### config.mk
export PLATFORM = sky130hd
export DESIGN_NAME = adc_scan_sequencer
export DESIGN_NICKNAME = d
export VERILOG_FILES = /design/src/rtl/adc_seq_pkg.sv /design/src/rtl/adc_tick_gen.sv /design/src/rtl/adc_seq_ctrl.sv /design/src/rtl/adc_result_bank.sv /design/src/rtl/adc_scan_sequencer.sv
export SDC_FILE = /design/constraint.sdc
export NUM_CORES = 1
export LEC_CHECK = 0
export BUFFER_PORTS_ARGS = -buffer_cell sky130_fd_sc_hd__buf_4
export CAP_MARGIN = 15
export CORE_MARGIN = 1.5
export CORE_UTILIZATION = 50
export CTS_CLUSTER_SIZE = 24
export DETAILED_ROUTE_END_ITERATION = 10
export MAX_ROUTING_LAYER = met4
export PLACE_DENSITY_LB_ADDON = 0.08
export SETUP_SLACK_MARGIN = 0.3
export SKIP_LAST_GASP = 1
export SLEW_MARGIN = 20
export SYNTH_ARGS = -nofsm -noshare
export SYNTH_HDL_FRONTEND = slang
export SYNTH_SLANG_ARGS = --single-unit
### constraint.sdc
create_clock -name clk -period 3.01 [get_ports clk]
set_clock_uncertainty 0.05 [all_clocks]
set_input_delay 0.1505 -clock clk [delete_from_list [all_inputs] [get_ports clk]]
set_output_delay 0.1505 -clock clk [all_outputs]
set_load 0.02 [all_outputs]
### src/rtl/adc_seq_pkg.sv
package adc_seq_pkg;
  localparam int NUM_SLOTS = 5;
  localparam logic [2:0] CODE_SCAN = 3'd7;
  localparam logic [2:0] CODE_MAX_GAIN = 3'd2;

  typedef enum logic [2:0] {
    SLOT_SENSE = 3'd0,
    SLOT_CM    = 3'd1,
    SLOT_OUT   = 3'd2,
    SLOT_SET   = 3'd3,
    SLOT_TEMP  = 3'd4
  } slot_e;

  typedef struct packed {
    logic       wrEn;
    slot_e      slot;
    logic [1:0] gain;
  } slot_wr_t;
endpackage

### src/rtl/adc_tick_gen.sv
module adc_tick_gen #(
  parameter int TICK_CYCLES = 250000
) (
  input  logic clk,
  input  logic rst_n,
  input  logic halt,
  output logic tick
);
  localparam int CW = (TICK_CYCLES > 1) ? $clog2(TICK_CYCLES) : 1;
  localparam logic [CW-1:0] LAST = CW'(TICK_CYCLES - 1);

  logic [CW-1:0] cnt;

  always_ff @(posedge clk) begin
    if (!rst_n)          cnt <= '0;
    else if (halt)       cnt <= '0;
    else if (cnt == LAST) cnt <= '0;
    else                 cnt <= cnt + 1'b1;
  end

  assign tick = !halt && (cnt == LAST);

  // a halted cycle leaves the frame count at zero
  assert_halt_clears_R5: assert property (@(posedge clk) disable iff (!rst_n)
    $past(halt) |-> (cnt == '0));
endmodule

### src/rtl/adc_seq_ctrl.sv
module adc_seq_ctrl
  import adc_seq_pkg::*;
(
  input  logic       clk,
  input  logic       rst_n,
  input  logic       tick,
  input  logic [2:0] chanSel,
  input  logic       doneIn,
  output logic       startPulse,
  output slot_e      convSel,
  output logic [1:0] convGain,
  output slot_wr_t   wr
);
  logic       busy;
  logic [2:0] scanIdx;
  logic [1:0] lastGain;
  slot_e      nextSlot;
  logic [1:0] nextGain;
  logic       launch;
  logic       accept;

  always_comb begin
    nextSlot = SLOT_SENSE;
    nextGain = 2'd0;
    case (chanSel)
      3'd0, 3'd1, 3'd2: begin
        nextSlot = SLOT_SENSE;
        nextGain = chanSel[1:0];
      end
      3'd3: nextSlot = SLOT_CM;
      3'd4: nextSlot = SLOT_OUT;
      3'd5: nextSlot = SLOT_SET;
      3'd6: nextSlot = SLOT_TEMP;
      default: begin
        nextSlot = slot_e'(scanIdx);
        nextGain = (scanIdx == 3'd0) ? lastGain : 2'd0;
      end
    endcase
  end

  assign launch = tick && !busy;
  assign accept = doneIn && busy;

  always_ff @(posedge clk) begin
    if (!rst_n) begin
      busy       <= 1'b0;
      startPulse <= 1'b0;
      convSel    <= SLOT_SENSE;
      convGain   <= 2'd0;
      scanIdx    <= 3'd0;
      lastGain   <= 2'd0;
    end else begin
      startPulse <= launch;
      if (launch) begin
        busy     <= 1'b1;
        convSel  <= nextSlot;
        convGain <= nextGain;
      end else if (accept) begin
        busy <= 1'b0;
      end
      if (chanSel != CODE_SCAN)
        scanIdx <= 3'd0;
      else if (launch)
        scanIdx <= (scanIdx == 3'(NUM_SLOTS - 1)) ? 3'd0 : scanIdx + 3'd1;
      if (chanSel <= CODE_MAX_GAIN)
        lastGain <= chanSel[1:0];
    end
  end

  always_comb begin
    wr.wrEn = accept;
    wr.slot = convSel;
    wr.gain = convGain;
  end

  // start lasts one cycle
  assert_start_single_R2: assert property (@(posedge clk) disable iff (!rst_n)
    startPulse |=> !startPulse);
  // start only follows a frame boundary from the prescaler
  assert_start_on_tick_R2: assert property (@(posedge clk) disable iff (!rst_n)
    startPulse |-> $past(tick));
  // the input select never leaves the five legal channels
  assert_sel_legal_R1: assert property (@(posedge clk) disable iff (!rst_n)
    convSel <= SLOT_TEMP);
endmodule

### src/rtl/adc_result_bank.sv
module adc_result_bank
  import adc_seq_pkg::*;
#(
  parameter int RES_W  = 12,
  parameter int TEMP_W = 9
) (
  input  logic             clk,
  input  logic             rst_n,
  input  slot_wr_t         wr,
  input  logic [RES_W-1:0] dataIn,
  output logic [RES_W-1:0] senseData,
  output logic [1:0]       senseGain,
  output logic [RES_W-1:0] cmData,
  output logic [RES_W-1:0] outData,
  output logic [RES_W-1:0] setData,
  output logic [RES_W-1:0] tempData
);
  localparam int PAD = RES_W - TEMP_W;

  logic [RES_W-1:0] slotQ [NUM_SLOTS];
  logic [RES_W-1:0] tempWord;

  assign tempWord = {dataIn[RES_W-1:PAD], {PAD{1'b0}}};

  always_ff @(posedge clk) begin
    if (!rst_n) begin
      for (int i = 0; i < NUM_SLOTS; i++) slotQ[i] <= '0;
      senseGain <= 2'd0;
    end else if (wr.wrEn) begin
      for (int i = 0; i < NUM_SLOTS; i++) begin
        if (wr.slot == slot_e'(i))
          slotQ[i] <= (i == int'(SLOT_TEMP)) ? tempWord : dataIn;
      end
      if (wr.slot == SLOT_SENSE) senseGain <= wr.gain;
    end
  end

  assign senseData = slotQ[SLOT_SENSE];
  assign cmData    = slotQ[SLOT_CM];
  assign outData   = slotQ[SLOT_OUT];
  assign setData   = slotQ[SLOT_SET];
  assign tempData  = slotQ[SLOT_TEMP];

  // without a write strobe no slot moves
  assert_slots_hold_R10: assert property (@(posedge clk) disable iff (!rst_n)
    !wr.wrEn |=> $stable({senseData, cmData, outData, setData, tempData, senseGain}));
endmodule

### src/rtl/adc_scan_sequencer.sv
module adc_scan_sequencer
  import adc_seq_pkg::*;
#(
  parameter int CLK_HZ    = 125000000,
  parameter int SAMPLE_HZ = 500,
  parameter int RES_W     = 12,
  parameter int TEMP_W    = 9
) (
  input  logic             clk,
  input  logic             rst_n,
  input  logic [2:0]       chanSel,
  input  logic             shutdown,
  output logic             startPulse,
  output logic [2:0]       convSel,
  output logic [1:0]       convGain,
  input  logic             doneIn,
  input  logic [RES_W-1:0] dataIn,
  output logic [RES_W-1:0] senseData,
  output logic [1:0]       senseGain,
  output logic [RES_W-1:0] cmData,
  output logic [RES_W-1:0] outData,
  output logic [RES_W-1:0] setData,
  output logic [RES_W-1:0] tempData
);
  localparam int TICK_CYCLES = CLK_HZ / SAMPLE_HZ;

  logic     tick;
  slot_e    selQ;
  slot_wr_t wr;

  adc_tick_gen #(.TICK_CYCLES(TICK_CYCLES)) u_tick (
    .clk(clk), .rst_n(rst_n), .halt(shutdown), .tick(tick)
  );

  adc_seq_ctrl u_ctrl (
    .clk(clk), .rst_n(rst_n), .tick(tick), .chanSel(chanSel), .doneIn(doneIn),
    .startPulse(startPulse), .convSel(selQ), .convGain(convGain), .wr(wr)
  );

  adc_result_bank #(.RES_W(RES_W), .TEMP_W(TEMP_W)) u_bank (
    .clk(clk), .rst_n(rst_n), .wr(wr), .dataIn(dataIn),
    .senseData(senseData), .senseGain(senseGain), .cmData(cmData),
    .outData(outData), .setData(setData), .tempData(tempData)
  );

  assign convSel = selQ;

  // no start follows a cycle in which shutdown was high
  assert_no_start_halted_R5: assert property (@(posedge clk) disable iff (!rst_n)
    startPulse |-> !$past(shutdown));
endmodule

==> flow_summary.json, run 1 <==
{
  "outcome": "finished with violations",
  "failing_checks": "DRC",
  "cts-resized-gates": 0,
  "tightestPinTransition_ns": 0.8110,
  "cts-htree-levels": 3,
  "routed_wirelength_mm": 6.680,
  "timing.critical_path.cells": "ha_1, nand3_1, nor3_1, o2111ai_1, a21oi_1",
  "switching_power_w": 0.0005300,
  "design.die.area_sq_um": 7235,
  "yosysSeqAreaShare_pct": 69.86,
  "power_density_nw_per_um2": 541.0,
  "synth_area_sq_um": 3367,
  "timing.final.max_slew_violations": 0,
  "tritoncts": "yes",
  "synth_ff_type": "sky130_fd_sc_hd__edfxtp_1",
  "yosys_warnings": 0,
  "clkSinkCount": 89,
  "mostFrequentLayoutCell": "sky130_fd_sc_hd__buf_4",
  "holdPathStages": 3,
  "final_hold_viol_count": 0,
  "worstSetupEndpointType": "flop",
  "hold-path-endpoint": "u_ctrl.convGain[1]$_SDFFE_PN0P_",
  "num_antenna_cells": 0,
  "switching_share_pct": 22.94,
  "placement_rows": 29,
  "setup_viol": 0,
  "grt_overflow": 0,
  "postSynth.asyncResetShare_pct": 0,
  "core_area_sq_um": 6422,
  "postSynthRegisterBits": 89,
  "maxSlewHeadroom_pct": 45.52,
  "die_width_um": 85.06,
  "synth_cell_types": 43,
  "ios": 87,
  "worstReg2RegEnd": "u_ctrl.convGain[0]$_SDFFE_PN0P_",
  "fmax_mhz": 481.3,
  "start_util_pct": 52.43,
  "drtPass1Iterations": 7,
  "clockRootBuffer": "sky130_fd_sc_hd__clkbuf_8",
  "start_point_of_the_worst_min_delay_path": "chanSel[1]",
  "first_global_vias": 2205,
  "post-route-drc-count": 11,
  "clock_latency_ns": 0.35,
  "global_route.usage.total_pct": 19.93,
  "proportion_of_layout_cells_with_a_drive_suffix_above_1_pct": 30.59,
  "path_max_fanout": 8,
  "postCtsSetupBuffers": 0,
  "worstSetupStartpointType": "flop",
  "power.clock.fraction_pct": 34.6,
  "hold_ws_ns": 0.04883,
  "cell_depth_of_the_worst_flop_to_flop_path": 5,
  "synth_edf_count": 57,
  "grt_setup_unrepaired": "no",
  "worstHoldPathType": "primary input to flop",
  "port_buf_inserts": 83,
  "ant_nets": 0,
  "ratio_of_final_minimum_period_to_clock_period_pct": 69.02,
  "antenna_found_initial": 0,
  "cp_data_required_time_ns": 3.24,
  "post_cts_hold_buffer_count": 0,
  "clk_pin_slew_worst_paths_ns": 0.08,
  "post_route_minimum_period_ns": 2.078,
  "synth_area_per_cell_sq_um": 13.00,
  "pin_count_of_the_biggest_net_entering_global_routing": 19,
  "cts_inserted_buffers": 9,
  "part_of_the_power_in_registers_pct": 58.1,
  "power_frac_comb_pct": 7.4,
  "n_fill_cell": 499,
  "criticalPathCategory": "flop to flop",
  "vias": 2286,
  "timing.reg2reg.setup_slack_ns": 0.93,
  "cellInternalPower_w": 0.001781,
  "layout.cells.non_filler": 430,
  "layout.cells.most_common_list": "sky130_fd_sc_hd__buf_4, sky130_fd_sc_hd__edfxtp_1, sky130_fd_sc_hd__dfxtp_1",
  "finalWeightedCongestion": 0.8780,
  "fin_setup_tns_ns": 0,
  "p_leak_nw": 1.610,
  "detailedRoute.firstIterationViolations": 119,
  "ir_worst_vdd_v": 0.0002621,
  "max-clock-path-buffers": 2,
  "design.final.nets": 371,
  "max-cap-violations": 0,
  "post_placement_cell_count": 415,
  "chipHeight_um": 85.06,
  "timing.critical_path.slowest_cell_delay_ns": 0.71,
  "avgRoutedWirePerCell_um": 15.53,
  "worstReg2RegStart": "u_tick.cnt[0]$_SDFF_PP0_",
  "cp_data_arrival_time_ns": 2.31,
  "syn2layout_area_growth_pct": 26.87,
  "number_of_vias_per_cell": 5.316,
  "critPathSlowestCell": "sky130_fd_sc_hd__nor3_1",
  "syn-instance-count": 259,
  "grt_pass1_wl_mm": 10.64,
  "post-dp-hpwl_mm": 4.490
}
-- stage by stage --
| step | instance area [sq um] | util [%] | total power, W | worst slack [ns] |
|---|---|---|---|---|
| detailed placement | 4080 | 63.53 | 0.001541 | 0.9657 |
| global placement | 4080 | 63.53 | 0.001540 | 1.062 |
| floorplan | 3374 | - | 0.001453 | 0.6464 |
| CTS | 4272 | 66.51 | 0.002327 | 0.9429 |
| global route | 4272 | 66.51 | 0.002393 | 0.7491 |
| finish | 4272 | 66.51 | 0.002311 | 0.9324 |
-- worst max-delay path by stage --
stage	startpoint	end	cells past startpoint
6_report	u_tick.cnt[0]$_SDFF_PP0_	u_ctrl.convGain[0]$_SDFFE_PN0P_	5
5_1_grt	u_tick.cnt[0]$_SDFF_PP0_	u_ctrl.convGain[0]$_SDFFE_PN0P_	5
4_1_cts	u_tick.cnt[0]$_SDFF_PP0_	u_ctrl.convGain[0]$_SDFFE_PN0P_	5
3_5_place_dp	u_tick.cnt[0]$_SDFF_PP0_	u_ctrl.convGain[0]$_SDFFE_PN0P_	5
3_3_place_gp	u_tick.cnt[0]$_SDFF_PP0_	u_ctrl.convGain[0]$_SDFFE_PN0P_	5
2_1_floorplan	u_ctrl.convSel[0]$_SDFFE_PN0P_	u_bank.slotQ[0][12]$_DFFE_PP_	2
-- synthesized netlist by cell type, drive strengths merged, types with 2 or more instances --
cell type | n | area, sq um
and4 | 2 | 18.77
xnor2 | 11 | 96.34
inv | 8 | 30.03
mux2i | 3 | 30.03
and3 | 4 | 25.02
nand4 | 8 | 65.06
xor2 | 2 | 17.52
clkbuf | 6 | 23.77
dfxtp | 32 | 640.6
and2 | 12 | 75.07
nor4 | 5 | 46.29
nor3 | 9 | 45.04
nor2 | 27 | 101.4
nand3 | 8 | 40.04
o41ai | 2 | 17.52
or4 | 2 | 15.01
edfxtp | 57 | 1712
nand2 | 15 | 56.30
or3 | 2 | 12.51
ha | 3 | 37.54
o21ai | 13 | 68.82
buf | 4 | 27.52
a21oi | 10 | 50.05
-- flip-flops by register name, summed over array words and instances (netlist names) --
name               count
u_ctrl.busy            1
u_ctrl.convSel         3
u_bank.senseGain       2
u_bank.slotQ          57
u_ctrl.convGain        2
u_ctrl.startPulse      1
u_tick.cnt            18
u_ctrl.scanIdx         3
u_ctrl.lastGain        2
-- critical path, delay by kind of cell (launching register included) --
kind | cells | cell delay (ns)
adders and majority gates | 1 | 0.21
DFF | 1 | 0.38
AOI/OAI and AO/OA | 2 | 0.40
and+or+nand+nor | 2 | 0.97
-- layout make-up --
class	count	area [sq um]	area share [%]
clock buffer	9	123.9	2.900
clock inverter	6	67.56	1.582
inverter	8	30.03	0.7030
multi-input combinational	154	948.4	22.20
sequential	89	2352	55.07
tap	77	96.34	2.255
timing repair buffer	87	653.1	15.29
-- logic make-up (layout without fill, tap and decap cells) --
group,Yosys count,count (layout),synth area share (%)
mux,3,3,0.8919
simple gates,101,101,16.72
fa+ha+maj,3,3,1.115
flops,89,89,69.86
buf+inv,18,110,2.415
xor+xnor,13,13,3.382
other cells,1,3,0.1114
compound gates,31,31,5.500
-- power groups by stage --
stage           logic, W  clock network [W]  registers, W
3_5_place_dp    0.000171                  0       0.00137
5_1_grt         0.000181           0.000867       0.00135
4_1_cts         0.000171           0.000814       0.00134
3_3_place_gp    0.000169                  0       0.00137
6_report        0.000170           0.000799       0.00134
2_1_floorplan  0.0000340                  0       0.00142
-- layer usage --
| layer | track usage (%) | vias to the layer above | wire length, um |
|---|---|---|---|
| li1 | - | 1117 | - |
| met1 | 24.54 | 1085 | 2871 |
| met2 | 31.10 | 74 | 3208 |
| met3 | 5.934 | 10 | 503 |
| met4 | 7.750 | 0 | 96 |
| met5 | - | - | 0 |
(Power assumes the default switching activity.)
==> inputs of run 2 (changes only) <==
Settings changed: CORE_UTILIZATION 50 to 47.
Clock period 3.01 ns to 1.72 ns, I/O delays scaled along.
==> run 2 against run 1 <==
  * The flow now finishes without violations
  * Total power up 79%
  * Hold slack got worse by 0.035 ns
  * Die area up 6.2%
  * Clock power rose by 80%
  * Global-route usage is 0.26 points higher
  * Maximum frequency is 33% higher
  * Via count grew 11%
  * Wire length up 19%
  * Non-clock buffer count rose by 44
  * Critical path depth did not move
  * Combinational power grew 120%
  * Cell count is 15% higher
  * Critical path type unchanged
  * Critical endpoint is now u_ctrl.convSel[2]$_SDFFE_PN0P_
  * Largest cell class unchanged
==> flow_summary.json, run 2 (same netlist as run 1, synthesis figures left out) <==
{
  "power_density_nw_per_um2": 811.9,
  "post-route-worst-setup-slack_ns": 0.1599,
  "mostFrequentLayoutCell": "sky130_fd_sc_hd__buf_4",
  "cp_data_arrival_time_ns": 1.78,
  "top_regs": "u_bank.slotQ (57), u_tick.cnt (18)",
  "cell_depth_of_the_worst_flop_to_flop_path": 5,
  "ios": 87,
  "ir_worst_vdd_v": 0.0005241,
  "clkSinkCount": 89,
  "path_max_fanout": 3,
  "layout.cells.most_common_list": "sky130_fd_sc_hd__buf_4, sky130_fd_sc_hd__edfxtp_1, sky130_fd_sc_hd__nor2_1",
  "max-cap-violations": 0,
  "chipHeight_um": 87.64,
  "n_fill_cell": 443,
  "hold-path-endpoint": "u_bank.slotQ[0][32]$_DFFE_PP_",
  "tritoncts": "yes",
  "global_route.usage.total_pct": 20.19,
  "seq_area_sq_um": 2395,
  "worstReg2RegEnd": "u_ctrl.convSel[2]$_SDFFE_PN0P_",
  "vias": 2542,
  "fmax_mhz": 641.0,
  "timing.reg2reg.setup_slack_ns": 0.16,
  "critPathSlowestCell": "sky130_fd_sc_hd__or4_1",
  "placement_rows": 30,
  "grt_pass1_wl_mm": 11.26,
  "fin_setup_tns_ns": 0,
  "layout.cells.non_filler": 496,
  "clk_pin_slew_worst_paths_ns": 0.09,
  "port_buf_inserts": 83,
  "finalWeightedCongestion": 0.8260,
  "design.die.area_sq_um": 7681,
  "startpoint": "u_tick.cnt[1]$_SDFF_PP0_",
  "timing.critical_path.slowest_cell_delay_ns": 0.50,
  "cts-htree-levels": 3,
  "max_flop_register": "u_bank.slotQ",
  "outcome": "finished clean",
  "pin_count_of_the_biggest_net_entering_global_routing": 19,
  "detailedRoute.firstIterationViolations": 121,
  "timing.critical_path.cells": "ha_4, and3_4, nand2_2, or4_1, a21oi_1",
  "cts_inserted_buffers": 9,
  "worstSetupStartpointType": "flop",
  "p_leak_nw": 1.961,
  "criticalPathCategory": "flop to flop",
  "worstSetupEndpointType": "flop",
  "drtPass1Iterations": 4,
  "antenna_found_initial": 0,
  "largest_register_ffs": 57,
  "max-clock-path-buffers": 2,
  "ratio_of_final_minimum_period_to_clock_period_pct": 90.70,
  "path_buf_inv": 0,
  "dpl_worst_slack_ns": 0.07327,
  "cp_data_required_time_ns": 1.94,
  "fin_util_pct": 74.37,
  "post-dp-hpwl_mm": 4.738,
  "start_util_pct": 49.02,
  "post_placement_cell_count": 444,
  "grt_overflow": 0,
  "post_route_minimum_period_ns": 1.560,
  "first_global_vias": 2259,
  "final_hold_viol_count": 0,
  "core_area_sq_um": 6869,
  "timing.final.max_slew_violations": 0,
  "die_width_um": 87.64,
  "routed_wirelength_mm": 7.918,
  "crit_family": "simple AND/OR/NAND/NOR gates",
  "avgRoutedWirePerCell_um": 15.96,
  "holdPathStages": 2,
  "post-route-drc-count": 0,
  "proportion_of_layout_cells_with_a_drive_suffix_above_1_pct": 50.75,
  "clock_latency_ns": 0.35,
  "design.final.nets": 417,
  "ant_nets": 0,
  "worstReg2RegStart": "u_tick.cnt[1]$_SDFF_PP0_",
  "multiInputGateArea_sq_um": 1236,
  "start_point_of_the_worst_min_delay_path": "dataIn[8]",
  "number_of_vias_per_cell": 5.125,
  "grt_setup_unrepaired": "yes",
  "syn2layout_area_growth_pct": 51.73,
  "setup_viol": 0,
  "clockRootBuffer": "sky130_fd_sc_hd__clkbuf_8",
  "worstHoldPathType": "primary input to flop",
  "num_antenna_cells": 0
}
## run 2: cell count changes in the layout (fill, tap and decap cells not counted), sizes merged
| cell | previous run | this run |
|---|---|---|
| buf | 87 | 123 |
| dlygate4sd3 | 0 | 6 |
| clkbuf | 9 | 11 |
| and4 | 2 | 3 |
| clkinv | 1 | 2 |
| nand2 | 15 | 16 |
## run 2: how the worst max path moves through the flow
stage	to	slack, ns	cells past startpoint
2_1_floorplan	u_ctrl.convSel[2]$_SDFFE_PN0P_	0.14	5
3_3_place_gp	u_tick.cnt[16]$_SDFF_PP0_	0.11	4
3_5_place_dp	u_tick.cnt[16]$_SDFF_PP0_	0.07	4
4_1_cts	u_tick.cnt[17]$_SDFF_PP0_	0.19	6
5_1_grt	u_tick.cnt[17]$_SDFF_PP0_	0.08	4
6_report	u_ctrl.convSel[2]$_SDFFE_PN0P_	0.16	5
## run 2: stage by stage
stage,area [sq um],total power [W],hold slack (ns)
6_report,5109,0.004148,0.01412
5_1_grt,5109,0.004299,0.007139
3_5_place_dp,4367,0.002728,0.3593
3_3_place_gp,4367,0.002724,0.3616
4_1_cts,4767,0.004150,0.02059
2_1_floorplan,3546,0.002555,0.1966
## run 2: area by class of cell
cell class                 instances  share of cell area, %
multi-input combinational        156                  24.20
sequential                        89                  46.88
inverter                           8                 0.5878
clock buffer                       9                  2.425
tap                               96                  2.351
clock inverter                     7                  1.518
timing repair buffer             131                  22.04
## run 2: metal layers
metal  up-vias  GRT usage [%]  share of wire (%)
met2       104          33.01                 51
li1       1218              -                  -
met5         -              -                  0
met4         0          7.359               0.86
met1      1214          25.48                 42
met3         6          3.205                6.1
## run 2: what timing repair did
action | in CTS | in global routing
pin swaps | 8 | 11
endpoints found under the hold margin | 2 | 16
hold buffers | 2 | 4
endpoints found under the setup margin | 140 | 142
resized for setup | 17 | 43
gates cloned | 1 | 4
setup buffers | 14 | 11
## run 2: power by group
| group | switching, W | total [W] | internal [W] |
|---|---|---|---|
| clock | 0.000759 | 0.00144 | 0.000684 |
| sequential | 0.0000235 | 0.00234 | 0.00231 |
| combinational | 0.000199 | 0.000368 | 0.000169 |
